[config.mk]
export PLATFORM = sky130hd
export DESIGN_NAME = gpx_regfile
export DESIGN_NICKNAME = d
export VERILOG_FILES = /design/src/rtl/gpx_pkg.sv /design/src/rtl/gpx_addr_ptr.sv /design/src/rtl/gpx_port_regs.sv /design/src/rtl/gpx_regfile.sv
export SDC_FILE = /design/constraint.sdc
export NUM_CORES = 1
export LEC_CHECK = 0
export BUFFER_PORTS_ARGS = -buffer_cell sky130_fd_sc_hd__buf_2
export CORE_MARGIN = 2
export CORE_UTILIZATION = 46
export CTS_CLUSTER_SIZE = 14
export DETAILED_ROUTE_END_ITERATION = 10
export PLACE_DENSITY = 0.71
export SETUP_SLACK_MARGIN = 0.2
export SYNTH_ARGS = -nofsm -noshare
export SYNTH_HDL_FRONTEND = slang
export SYNTH_SLANG_ARGS = --single-unit
[constraint.sdc]
create_clock -name clk -period 4.1 [get_ports clk]
set_input_delay 0.82 -clock clk [delete_from_list [all_inputs] [get_ports clk]]
set_output_delay 0.82 -clock clk [all_outputs]
set_load 0.01 [all_outputs]
[src/rtl/gpx_pkg.sv]
package gpx_pkg;
  localparam int DATA_W      = 8;
  localparam int ADDR_W      = 8;
  localparam int NUM_REGS    = 11;
  localparam int BANK_STRIDE = 16;

  typedef enum logic [3:0] {
    RG_DIR  = 4'd0,
    RG_POL  = 4'd1,
    RG_IEN  = 4'd2,
    RG_DEF  = 4'd3,
    RG_ICTL = 4'd4,
    RG_CFG  = 4'd5,
    RG_PU   = 4'd6,
    RG_FLAG = 4'd7,
    RG_CAP  = 4'd8,
    RG_PORT = 4'd9,
    RG_LAT  = 4'd10
  } reg_idx_e;

  typedef struct packed {
    logic     valid;
    logic     port;
    reg_idx_e idx;
  } dec_t;

  typedef struct packed {
    logic bank;
    logic mirror;
    logic seq_dis;
    logic slew_dis;
    logic haddr_en;
    logic odrain;
    logic int_pol;
    logic rsvd;
  } cfg_t;

  // Highest mapped address for a given layout.
  function automatic logic [ADDR_W-1:0] last_addr(input logic bank);
    if (bank) return ADDR_W'(BANK_STRIDE + NUM_REGS - 1);
    return ADDR_W'(2 * NUM_REGS - 1);
  endfunction

  // Address to (valid, port, register) under the selected layout.
  function automatic dec_t map_addr(input logic bank, input logic [ADDR_W-1:0] a);
    dec_t d;
    d.valid = 1'b0;
    d.port  = 1'b0;
    d.idx   = RG_DIR;
    if (!bank) begin
      if (a < ADDR_W'(2 * NUM_REGS)) begin
        d.valid = 1'b1;
        d.port  = a[0];
        d.idx   = reg_idx_e'(a[4:1]);
      end
    end else begin
      if (a[ADDR_W-1:5] == '0 && a[3:0] < 4'(NUM_REGS)) begin
        d.valid = 1'b1;
        d.port  = a[4];
        d.idx   = reg_idx_e'(a[3:0]);
      end
    end
    return d;
  endfunction

  // Pointer after one byte access.
  function automatic logic [ADDR_W-1:0] next_ptr(input logic bank, input logic seq_dis,
                                                 input logic [ADDR_W-1:0] p);
    if (!seq_dis) return (p >= last_addr(bank)) ? '0 : p + 1'b1;
    if (!bank) return p ^ ADDR_W'(1);
    return p;
  endfunction
endpackage

[src/rtl/gpx_addr_ptr.sv]
module gpx_addr_ptr
  import gpx_pkg::*;
#(
  parameter int AW = ADDR_W
) (
  input  logic          clk,
  input  logic          rst_n,
  input  logic          load,
  input  logic [AW-1:0] load_addr,
  input  logic          step,
  input  logic          bank,
  input  logic          seq_dis,
  output logic [AW-1:0] ptr
);
  logic          step_eff;
  logic [AW-1:0] ptr_adv;

  assign step_eff = step && !load;
  assign ptr_adv  = AW'(next_ptr(bank, seq_dis, ADDR_W'(ptr)));

  always_ff @(posedge clk) begin
    if (!rst_n)        ptr <= '0;
    else if (load)     ptr <= load_addr;
    else if (step_eff) ptr <= ptr_adv;
  end

  p_load_wins_r12: assert property (@(posedge clk) disable iff (!rst_n)
    load |=> ptr == $past(load_addr));
  p_wrap_r6: assert property (@(posedge clk) disable iff (!rst_n)
    (step_eff && !seq_dis && ptr >= AW'(last_addr(bank))) |=> ptr == '0);
  p_incr_r6: assert property (@(posedge clk) disable iff (!rst_n)
    (step_eff && !seq_dis && ptr < AW'(last_addr(bank))) |=> ptr == $past(ptr) + 1'b1);
  p_pair_toggle_r7: assert property (@(posedge clk) disable iff (!rst_n)
    (step_eff && seq_dis && !bank) |=> ptr[0] != $past(ptr[0]) && ptr[AW-1:1] == $past(ptr[AW-1:1]));
  p_hold_r8: assert property (@(posedge clk) disable iff (!rst_n)
    (step_eff && seq_dis && bank) |=> $stable(ptr));
endmodule

[src/rtl/gpx_port_regs.sv]
module gpx_port_regs
  import gpx_pkg::*;
#(
  parameter int W = DATA_W
) (
  input  logic         clk,
  input  logic         rst_n,
  input  logic         wr_stb,
  input  reg_idx_e     wr_idx,
  input  logic [W-1:0] wr_data,
  input  reg_idx_e     rd_idx,
  input  logic [W-1:0] pin_in,
  input  logic [W-1:0] flag_in,
  input  logic [W-1:0] cap_in,
  output logic [W-1:0] rd_data,
  output logic [W-1:0] dir,
  output logic [W-1:0] pol,
  output logic [W-1:0] ien,
  output logic [W-1:0] defv,
  output logic [W-1:0] ictl,
  output logic [W-1:0] pu,
  output logic [W-1:0] lat
);
  logic [W-1:0] pin_view;
  logic         lat_hit;

  assign pin_view = pin_in ^ pol;
  assign lat_hit  = wr_stb && (wr_idx == RG_PORT || wr_idx == RG_LAT);

  always_ff @(posedge clk) begin
    if (!rst_n) begin
      dir  <= '1;
      pol  <= '0;
      ien  <= '0;
      defv <= '0;
      ictl <= '0;
      pu   <= '0;
      lat  <= '0;
    end else if (wr_stb) begin
      case (wr_idx)
        RG_DIR:          dir  <= wr_data;
        RG_POL:          pol  <= wr_data;
        RG_IEN:          ien  <= wr_data;
        RG_DEF:          defv <= wr_data;
        RG_ICTL:         ictl <= wr_data;
        RG_PU:           pu   <= wr_data;
        RG_PORT, RG_LAT: lat  <= wr_data;
        default: ;
      endcase
    end
  end

  always_comb begin
    case (rd_idx)
      RG_DIR:  rd_data = dir;
      RG_POL:  rd_data = pol;
      RG_IEN:  rd_data = ien;
      RG_DEF:  rd_data = defv;
      RG_ICTL: rd_data = ictl;
      RG_PU:   rd_data = pu;
      RG_FLAG: rd_data = flag_in;
      RG_CAP:  rd_data = cap_in;
      RG_PORT: rd_data = pin_view;
      RG_LAT:  rd_data = lat;
      default: rd_data = '0;
    endcase
  end

  p_port_to_latch_r4: assert property (@(posedge clk) disable iff (!rst_n)
    (wr_stb && wr_idx == RG_PORT) |=> lat == $past(wr_data));
  p_latch_quiet_r4: assert property (@(posedge clk) disable iff (!rst_n)
    !lat_hit |=> $stable(lat));
  p_readonly_r9: assert property (@(posedge clk) disable iff (!rst_n)
    (wr_stb && (wr_idx == RG_FLAG || wr_idx == RG_CAP))
      |=> $stable({dir, pol, ien, defv, ictl, pu, lat}));
endmodule

[src/rtl/gpx_regfile.sv]
module gpx_regfile
  import gpx_pkg::*;
#(
  parameter int PORT_W = DATA_W,
  parameter int AW     = ADDR_W
) (
  input  logic                clk,
  input  logic                rst_n,
  input  logic                ptr_load,
  input  logic [AW-1:0]       addr_in,
  input  logic                wr_en,
  input  logic [PORT_W-1:0]   wr_data,
  input  logic                rd_en,
  output logic [PORT_W-1:0]   rd_data,
  output logic [AW-1:0]       ptr_out,
  input  logic [2*PORT_W-1:0] pin_in,
  input  logic [2*PORT_W-1:0] flag_in,
  input  logic [2*PORT_W-1:0] cap_in,
  output logic [2*PORT_W-1:0] pin_oe,
  output logic [2*PORT_W-1:0] pin_out,
  output logic [2*PORT_W-1:0] pull_en,
  output logic [2*PORT_W-1:0] irq_en,
  output logic [2*PORT_W-1:0] irq_def,
  output logic [2*PORT_W-1:0] irq_cmp,
  output logic [7:0]          cfg_out
);
  localparam int NPORT = 2;
  localparam int PW    = 2 * PORT_W;

  cfg_t              cfg_q;
  dec_t              dec;
  logic              acc_wr;
  logic              acc_rd;
  logic              cfg_wr;
  logic [NPORT-1:0]  port_wr;
  logic [PORT_W-1:0] port_rd [NPORT];
  logic [PW-1:0]     dir_v;
  logic [PW-1:0]     pol_v;
  logic [PW-1:0]     pu_v;

  assign acc_wr = wr_en && !ptr_load;
  assign acc_rd = rd_en && !ptr_load;
  assign dec    = map_addr(cfg_q.bank, ADDR_W'(ptr_out));
  assign cfg_wr = acc_wr && dec.valid && dec.idx == RG_CFG;

  gpx_addr_ptr #(.AW(AW)) u_ptr (
    .clk       (clk),
    .rst_n     (rst_n),
    .load      (ptr_load),
    .load_addr (addr_in),
    .step      (wr_en || rd_en),
    .bank      (cfg_q.bank),
    .seq_dis   (cfg_q.seq_dis),
    .ptr       (ptr_out)
  );

  always_ff @(posedge clk) begin
    if (!rst_n)      cfg_q <= '0;
    else if (cfg_wr) cfg_q <= cfg_t'({wr_data[7:1], 1'b0});
  end

  for (genvar gp = 0; gp < NPORT; gp++) begin : g_port
    assign port_wr[gp] = acc_wr && dec.valid && dec.port == gp[0] && dec.idx != RG_CFG;

    gpx_port_regs #(.W(PORT_W)) u_regs (
      .clk     (clk),
      .rst_n   (rst_n),
      .wr_stb  (port_wr[gp]),
      .wr_idx  (dec.idx),
      .wr_data (wr_data),
      .rd_idx  (dec.idx),
      .pin_in  (pin_in [gp*PORT_W +: PORT_W]),
      .flag_in (flag_in[gp*PORT_W +: PORT_W]),
      .cap_in  (cap_in [gp*PORT_W +: PORT_W]),
      .rd_data (port_rd[gp]),
      .dir     (dir_v  [gp*PORT_W +: PORT_W]),
      .pol     (pol_v  [gp*PORT_W +: PORT_W]),
      .ien     (irq_en [gp*PORT_W +: PORT_W]),
      .defv    (irq_def[gp*PORT_W +: PORT_W]),
      .ictl    (irq_cmp[gp*PORT_W +: PORT_W]),
      .pu      (pu_v   [gp*PORT_W +: PORT_W]),
      .lat     (pin_out[gp*PORT_W +: PORT_W])
    );
  end

  assign pin_oe  = ~dir_v;
  assign pull_en = pu_v & dir_v;
  assign cfg_out = cfg_q;

  always_comb begin
    if (!dec.valid)              rd_data = '0;
    else if (dec.idx == RG_CFG)  rd_data = PORT_W'(cfg_q);
    else                         rd_data = port_rd[dec.port];
  end

  p_unmapped_quiet_r3: assert property (@(posedge clk) disable iff (!rst_n)
    (acc_wr && !dec.valid) |=> $stable(cfg_q) && $stable(pin_out) && $stable(pin_oe));
  p_cfg_bit0_r5: assert property (@(posedge clk) disable iff (!rst_n)
    $past(cfg_wr) |-> cfg_out[0] == 1'b0);
  p_pull_only_inputs_r11: assert property (@(posedge clk) disable iff (!rst_n)
    (pull_en & pin_oe) == '0);
  p_load_blocks_write_r12: assert property (@(posedge clk) disable iff (!rst_n)
    (ptr_load && wr_en) |=> $stable(cfg_q) && $stable(pin_out) && $stable(pin_oe));
  p_unused_pol_r4: assert property (@(posedge clk) disable iff (!rst_n)
    (acc_rd && dec.valid && dec.idx == RG_PORT && !dec.port)
      |-> rd_data == (pin_in[PORT_W-1:0] ^ pol_v[PORT_W-1:0]));
endmodule

Word level (Yosys, flattened, before mapping)
Cells that the tools add are included.

storage, ports and cells
  bits in read-only memories = 0
  input bits = 69
  memories = 0
  output and inout port bits = 120
  latch bits = 0
  memory bits (writable) = 0
  word-level logic and storage cells = 103
  bits in registers = 127

cells by class
  mux-type cells = 24
  reduce and logical (&&, ||, !) cells = 31
  shifts and indexed selects = 0
  bitwise logic cells = 7
  $add $sub $neg = 1
  order comparisons = 4
  divide/modulo/power cells = 0
  equality and inequality tests = 13
  multiply operators = 0

operators by type and width
  kind                                                        number
  one-hot mux 8 bit (10 select lines)                         2
  two-way mux 8 bit                                           15
  AND reduction 2 bit                                         15
  two-way mux 6 bit                                           3
  AND 16 bit                                                  1
  equality test 4 x 3 -> 1 bit, second input constant         4
  NOT 16 bit                                                  1
  XOR 8 bit                                                   2
  equality test 4 bit, second input constant                  3
  logical AND 1 bit                                           9
  adder 8 x 1 -> 8 bit, second input constant                 1
  equality test 4 x 2 -> 1 bit, second input constant         2
  greater-or-equal comparator 8 bit                           1
  less-than comparator 8 x 5 -> 1 bit, second input constant  1
  != test 3 x 2 -> 1 bit, second input constant               2
  equality test 4 x 1 -> 1 bit, second input constant         1
  zero test 4 bit                                             1
  less-than comparator 4 bit, second input constant           1
  two-way mux 1 bit                                           4
  != test 4 x 3 -> 1 bit, second input constant               1
  zero test 3 bit                                             1
  AND reduction 3 bit                                         1
  greater-or-equal comparator 2 bit, second input constant    1
  NOT 1 bit                                                   2
  5 further kinds                                             5

Logic depth before layout (Yosys ltp)
  depth in word-level cells = 12
  mapped depth = 11
  depth with buffers taken out = 9

Hierarchy
A second synthesis with hierarchy kept.

unflattened totals
  cells, all modules = 852
  area, all modules = 7,524.7 sq um

by module, submodules not included
  module         area an instance (sq um)  instances  cells an instance  sequential area each (sq um)
  gpx_port_regs  2,954.1                   2          318                1,121.1
  gpx_regfile    1,032.2                   1          145                140.1
  gpx_addr_ptr   584.3                     1          71                 160.2

Worst setup path after synthesis
Ideal clock, no wire load.

  kind = register -> output
  start point = register u_ptr.ptr[1]
  end point = output port rd_data[6]
  required time = 3,280 ps
  cell stages (with the launch flop) = 10
  path buffers = 1
  arrival = 2,454 ps
  setup slack = 826 ps
  cell sequence = dfxtp_1 ha_1 o21ai_1 a32oi_1 nand2b_1 clkbuf_1 a22oi_1 nand3b_1 and2_1 a311oi_1

between the ends
  longest elaborated chain between the ends = 11
  elaborated cells on any way between the ends = 25
  classes of those cells = order compare (2); eq/ne (10); mux (10); bitwise (1); reduce/logical (2)

RTL lines
  what                                                                                         RTL line             text
  start, declared                                                                              gpx_addr_ptr.sv:13   output logic [AW-1:0] ptr
  start signal, assigned                                                                       gpx_addr_ptr.sv:23   else if (load) ptr <= load_addr;
  start signal, assigned                                                                       gpx_addr_ptr.sv:24   else if (step_eff) ptr <= ptr_adv;
  parallel branches: the longest is 3 deep, another holds less-than comparator 8 x 5 -> 1 bit  --
  two-way mux 6 bit *                                                                          gpx_pkg.sv:50        if (!bank) begin
  equality test 4 bit (tied with other cells)                                                  --
  one-hot mux 8 bit (10 select lines)                                                          gpx_port_regs.sv:54  case (rd_idx)
  two-way mux 8 bit (implied by the code) (3 in a row)                                         gpx_regfile.sv:93    else rd_data = port_rd[dec.port];
  two-way mux 8 bit                                                                            gpx_regfile.sv:92    else if (dec.idx == RG_CFG) rd_data = PORT_W'(cfg_q);
  two-way mux 8 bit *                                                                          gpx_regfile.sv:91    if (!dec.valid) rd_data = '0;
  end, declared                                                                                gpx_regfile.sv:14    output logic [PORT_W-1:0] rd_data,

Mark *: on every way between the ends. The select of a mux whose other input is x is not followed.

Final worst setup path
  start point = register u_ptr.ptr[1]
  end point = output port rd_data[0]

The elaborated chain is that of the path after synthesis.

==> metrics <==
Storage cell area=approximately 2600 um2; port bufs=approximately 190; synthesized area per cell=between 8 and 9 um2; final max-slew violation count=0; H-tree levels=4; Final HPWL DP=just under 20000 um; Post-synth ARST share=0; ANT nets after route=0; vias in the first global route=~6700; count of final hold-check violations=0; Lkg Pwr=between 3 and 4 nW; CP Data Required Time=~3.3 ns; Main synth FF type=dfxtp_1; Slew @ Worst Pin=1.159 ns; Pre-antenna DRT Iters=6; final setup fails=0; Crit path largest cell delay=0.36 ns; post-route cell area=slightly above 9000 um2; top post-synthesis cells by area=dfxtp_1 36%, mux2i_1 13%, nand2_1 5.0%, nor2_1 3.7%, nor2b_1 3.7%; Starting Density=0.4664; min Tclk post-route=between 3 and 4 ns; outcome=finished, final reports clean; sequential-to-total area share from yosys stat=0.3612; startpoint types=flop; pre-CTS WS=between 0.4 and 0.5 ns; Max-Slew Margin vs Limit=0.2275; initial DRC count=between 800 and 900; Die ar.=~16000 um2; CP Cell Sequence=buf_4 > and2_2 > o21ai_0 > o21ai_0 > a21o_2 > buf_4 > a2111oi_2 > a31oi_1 > o21a_1 > buf_2; post-synth top area cell=dfxtp_1; Worst EP arrival=3.03 ns; Max-cap violations=0; drt wl/cell=22.62 um; top-area cell type share of the netlist area=0.3612; CP max stage cell=a2111oi_2; Die H=127.7 um; clk buf depth=2; Antenna Cells=0; clk sinks=roughly 130; Worst Path Max Fanout=17; final worst clock skew=~0.0086 ns; Netlist cell types=69; root buffer cell=clkbuf_16; footprint of the multi-input gates=4305 um2; YS warnings=0; Via density=6.173; Placed Area=8160 um2; first-pass GRT wire length=approximately 39000 um; pwr/cell area=between 300 and 400 nW/um2; DRT Wirelength=27250 um; post-synthesis cell count=807; Fill cells=1357; Die W=about 130 um; RePlAce Congestion=0.9723; layout cells sized above 1=0.3284; Seq cells post-synth=approximately 130; Post-Syn Area=about 7000 um2; CP Capture Type=primary output; Clock Pin Slew Worst Setup and Hold Paths=~0.060 ns; pin count of the biggest net entering global routing=65; number of synthesized flops with an enable pin=0; GR Util All Layers=0.3236; Max rail drop VDD=0.0003125 V; synthesis-to-finish area growth=29.81%; DRC errors left=0; fin crit share=0.9401; Net Count, Synth=around 880; CTS buffer count=17; Fin Setup TNS=0 ns; final worst-path setup slack=0.2454 ns; CTS tree=done; Fmax=approximately 260 MHz; Worst-Skew Late Latency=roughly 0.43 ns; RSZ-0062 raised after global routing=true; worst min-delay path class=flop to flop; Ports=approximately 190; initial antenna violation count=0; std cell rows=45; fin nets=1080; total grt overflow=0; Core ar.=approximately 15000 um2; Via Count=approximately 7400; Crit Path Category=flop to primary output
kinds of logic after synthesis:
family	synth area share
AND/OR/NAND/NOR	0.2313
AO/OA/AOI/OAI	0.2050
flip-flops	0.3612
multiplexers	0.1296
buffers and inverters	0.06098
adder cells (fa/ha/maj)	0.008889
XOR/XNOR	0.002489
other	0.0005328
metal layers:
| layer | vias to the layer above | GRT usage | part of all wire |
|---|---|---|---|
| li1 | 3319 | - | - |
| met1 | 3555 | 0.4330 | 0.41 |
| met2 | 472 | 0.5077 | 0.45 |
| met3 | 92 | 0.06720 | 0.10 |
| met4 | 0 | 0.1390 | 0.043 |
| met5 | - | 0 | 0 |
synthesized netlist by cell type (3+ instances only):
| master | count |
|---|---|
| a32o_1 | 4 |
| o2111ai_1 | 3 |
| a22o_1 | 6 |
| a221oi_1 | 25 |
| a21o_1 | 5 |
| inv_1 | 29 |
| nor2b_1 | 42 |
| nand2b_1 | 3 |
| nor3_1 | 6 |
| nand3_1 | 17 |
| nor2_8 | 5 |
| a211oi_1 | 8 |
| o211ai_1 | 20 |
| dfxtp_1 | 127 |
| nor2_2 | 3 |
| clkbuf_1 | 31 |
| and3_1 | 5 |
| buf_6 | 4 |
| nand2_1 | 93 |
| a2111oi_0 | 5 |
| a31oi_1 | 3 |
| a21oi_1 | 20 |
| a222oi_1 | 4 |
| buf_2 | 16 |
| ha_1 | 5 |
| inv_2 | 3 |
| buf_4 | 7 |
| a22oi_1 | 21 |
| nor2_4 | 5 |
| and2_1 | 20 |
| mux2i_1 | 90 |
| a32oi_1 | 7 |
| nand3b_1 | 5 |
| o21ai_0 | 34 |
| a21boi_0 | 7 |
| nand4_1 | 7 |
| nor2_1 | 70 |
worst max-delay path, delay by kind of cell, from the launching register on:
kind | cells | cell delay, ns
flops | 1 | 0.33
compound gates | 6 | 1.49
buf+inv | 3 | 0.53
simple gates | 1 | 0.24
cell usage in the layout (no fill, tap or decap), types with 7 or more instances in the layout:
cell type | synthesis | routed
buf_4 | 7 | 43
nand4_1 | 7 | 7
a22oi_1 | 21 | 19
a221oi_2 | 2 | 7
nor2b_1 | 42 | 41
nand3_1 | 17 | 17
mux2i_1 | 90 | 90
nand2_1 | 93 | 92
a21boi_0 | 7 | 7
buf_2 | 16 | 187
dfxtp_1 | 127 | 121
a221oi_1 | 25 | 20
o21ai_0 | 34 | 34
nor2_1 | 70 | 70
and2_1 | 20 | 18
o211ai_1 | 20 | 20
clkbuf_16 | 0 | 17
inv_1 | 29 | 29
a21oi_1 | 20 | 19
where the power goes:
group          total [W]  switching [W]  internal, W  leakage [nW]
clock            0.00142       0.000552     0.000867         0.268
sequential       0.00127      0.0000220      0.00125          1.03
combinational   0.000533       0.000322     0.000211          2.57
stage by stage:
stage / hold WS [ns] / instances / utilization / total power, W
floorplan: 0.4539 / 807 / - / 0.001551
global placement: 0.4671 / 1156 / 0.5408 / 0.001743
detailed placement: 0.4715 / 1156 / 0.5408 / 0.001742
CTS: 0.4792 / 1194 / 0.5867 / 0.003169
global route: 0.5108 / 1205 / 0.6055 / 0.003309
finish: 0.4857 / 1205 / 0.6055 / 0.003225
flip-flops by register name, indices dropped and copies added (netlist names):
name,cells
g_port.u_regs.defv,16
g_port.u_regs.dir,16
g_port.u_regs.ictl,16
g_port.u_regs.ien,16
g_port.u_regs.lat,16
g_port.u_regs.pol,16
g_port.u_regs.pu,16
u_ptr.ptr,8
cfg_out,7
layout make-up:
cell class / count / share of cell area
flip-flops and latches: 127 / 0.2794
clock buffers: 23 / 0.05231
well taps: 188 / 0.02575
inverters: 32 / 0.01315
repair buffers: 239 / 0.1513
clock inverters: 7 / 0.006847
multi-input cells: 589 / 0.4712
worst paths after layout:
| path | startpoint | endpoint | slack (ns) | depth (start not counted) |
|---|---|---|---|---|
| hold reg to reg | g_port[0].u_regs.pol[2]$_SDFFE_PN0P_ | g_port[0].u_regs.pol[2]$_SDFFE_PN0P_ | 0.49 | 2 |
| setup reg to reg | u_ptr.ptr[2]$_SDFFE_PN0P_ | g_port[0].u_regs.lat[7]$_SDFFE_PN0P_ | 1.19 | 9 |
| setup / recovery | u_ptr.ptr[1]$_SDFFE_PN0P_ | rd_data[0] | 0.25 | 10 |
| hold / removal | g_port[0].u_regs.pol[2]$_SDFFE_PN0P_ | g_port[0].u_regs.pol[2]$_SDFFE_PN0P_ | 0.49 | 2 |
timing repair:
item                                   CTS  global route
resized for setup                       19            39
hold buffers                             0             0
gates cloned                             0             1
pin swaps                                7            14
setup endpoints to repair                8             8
buffers inserted                         8            10
endpoints found under the hold margin    0             0
Power figures use the tool's default switching activity.
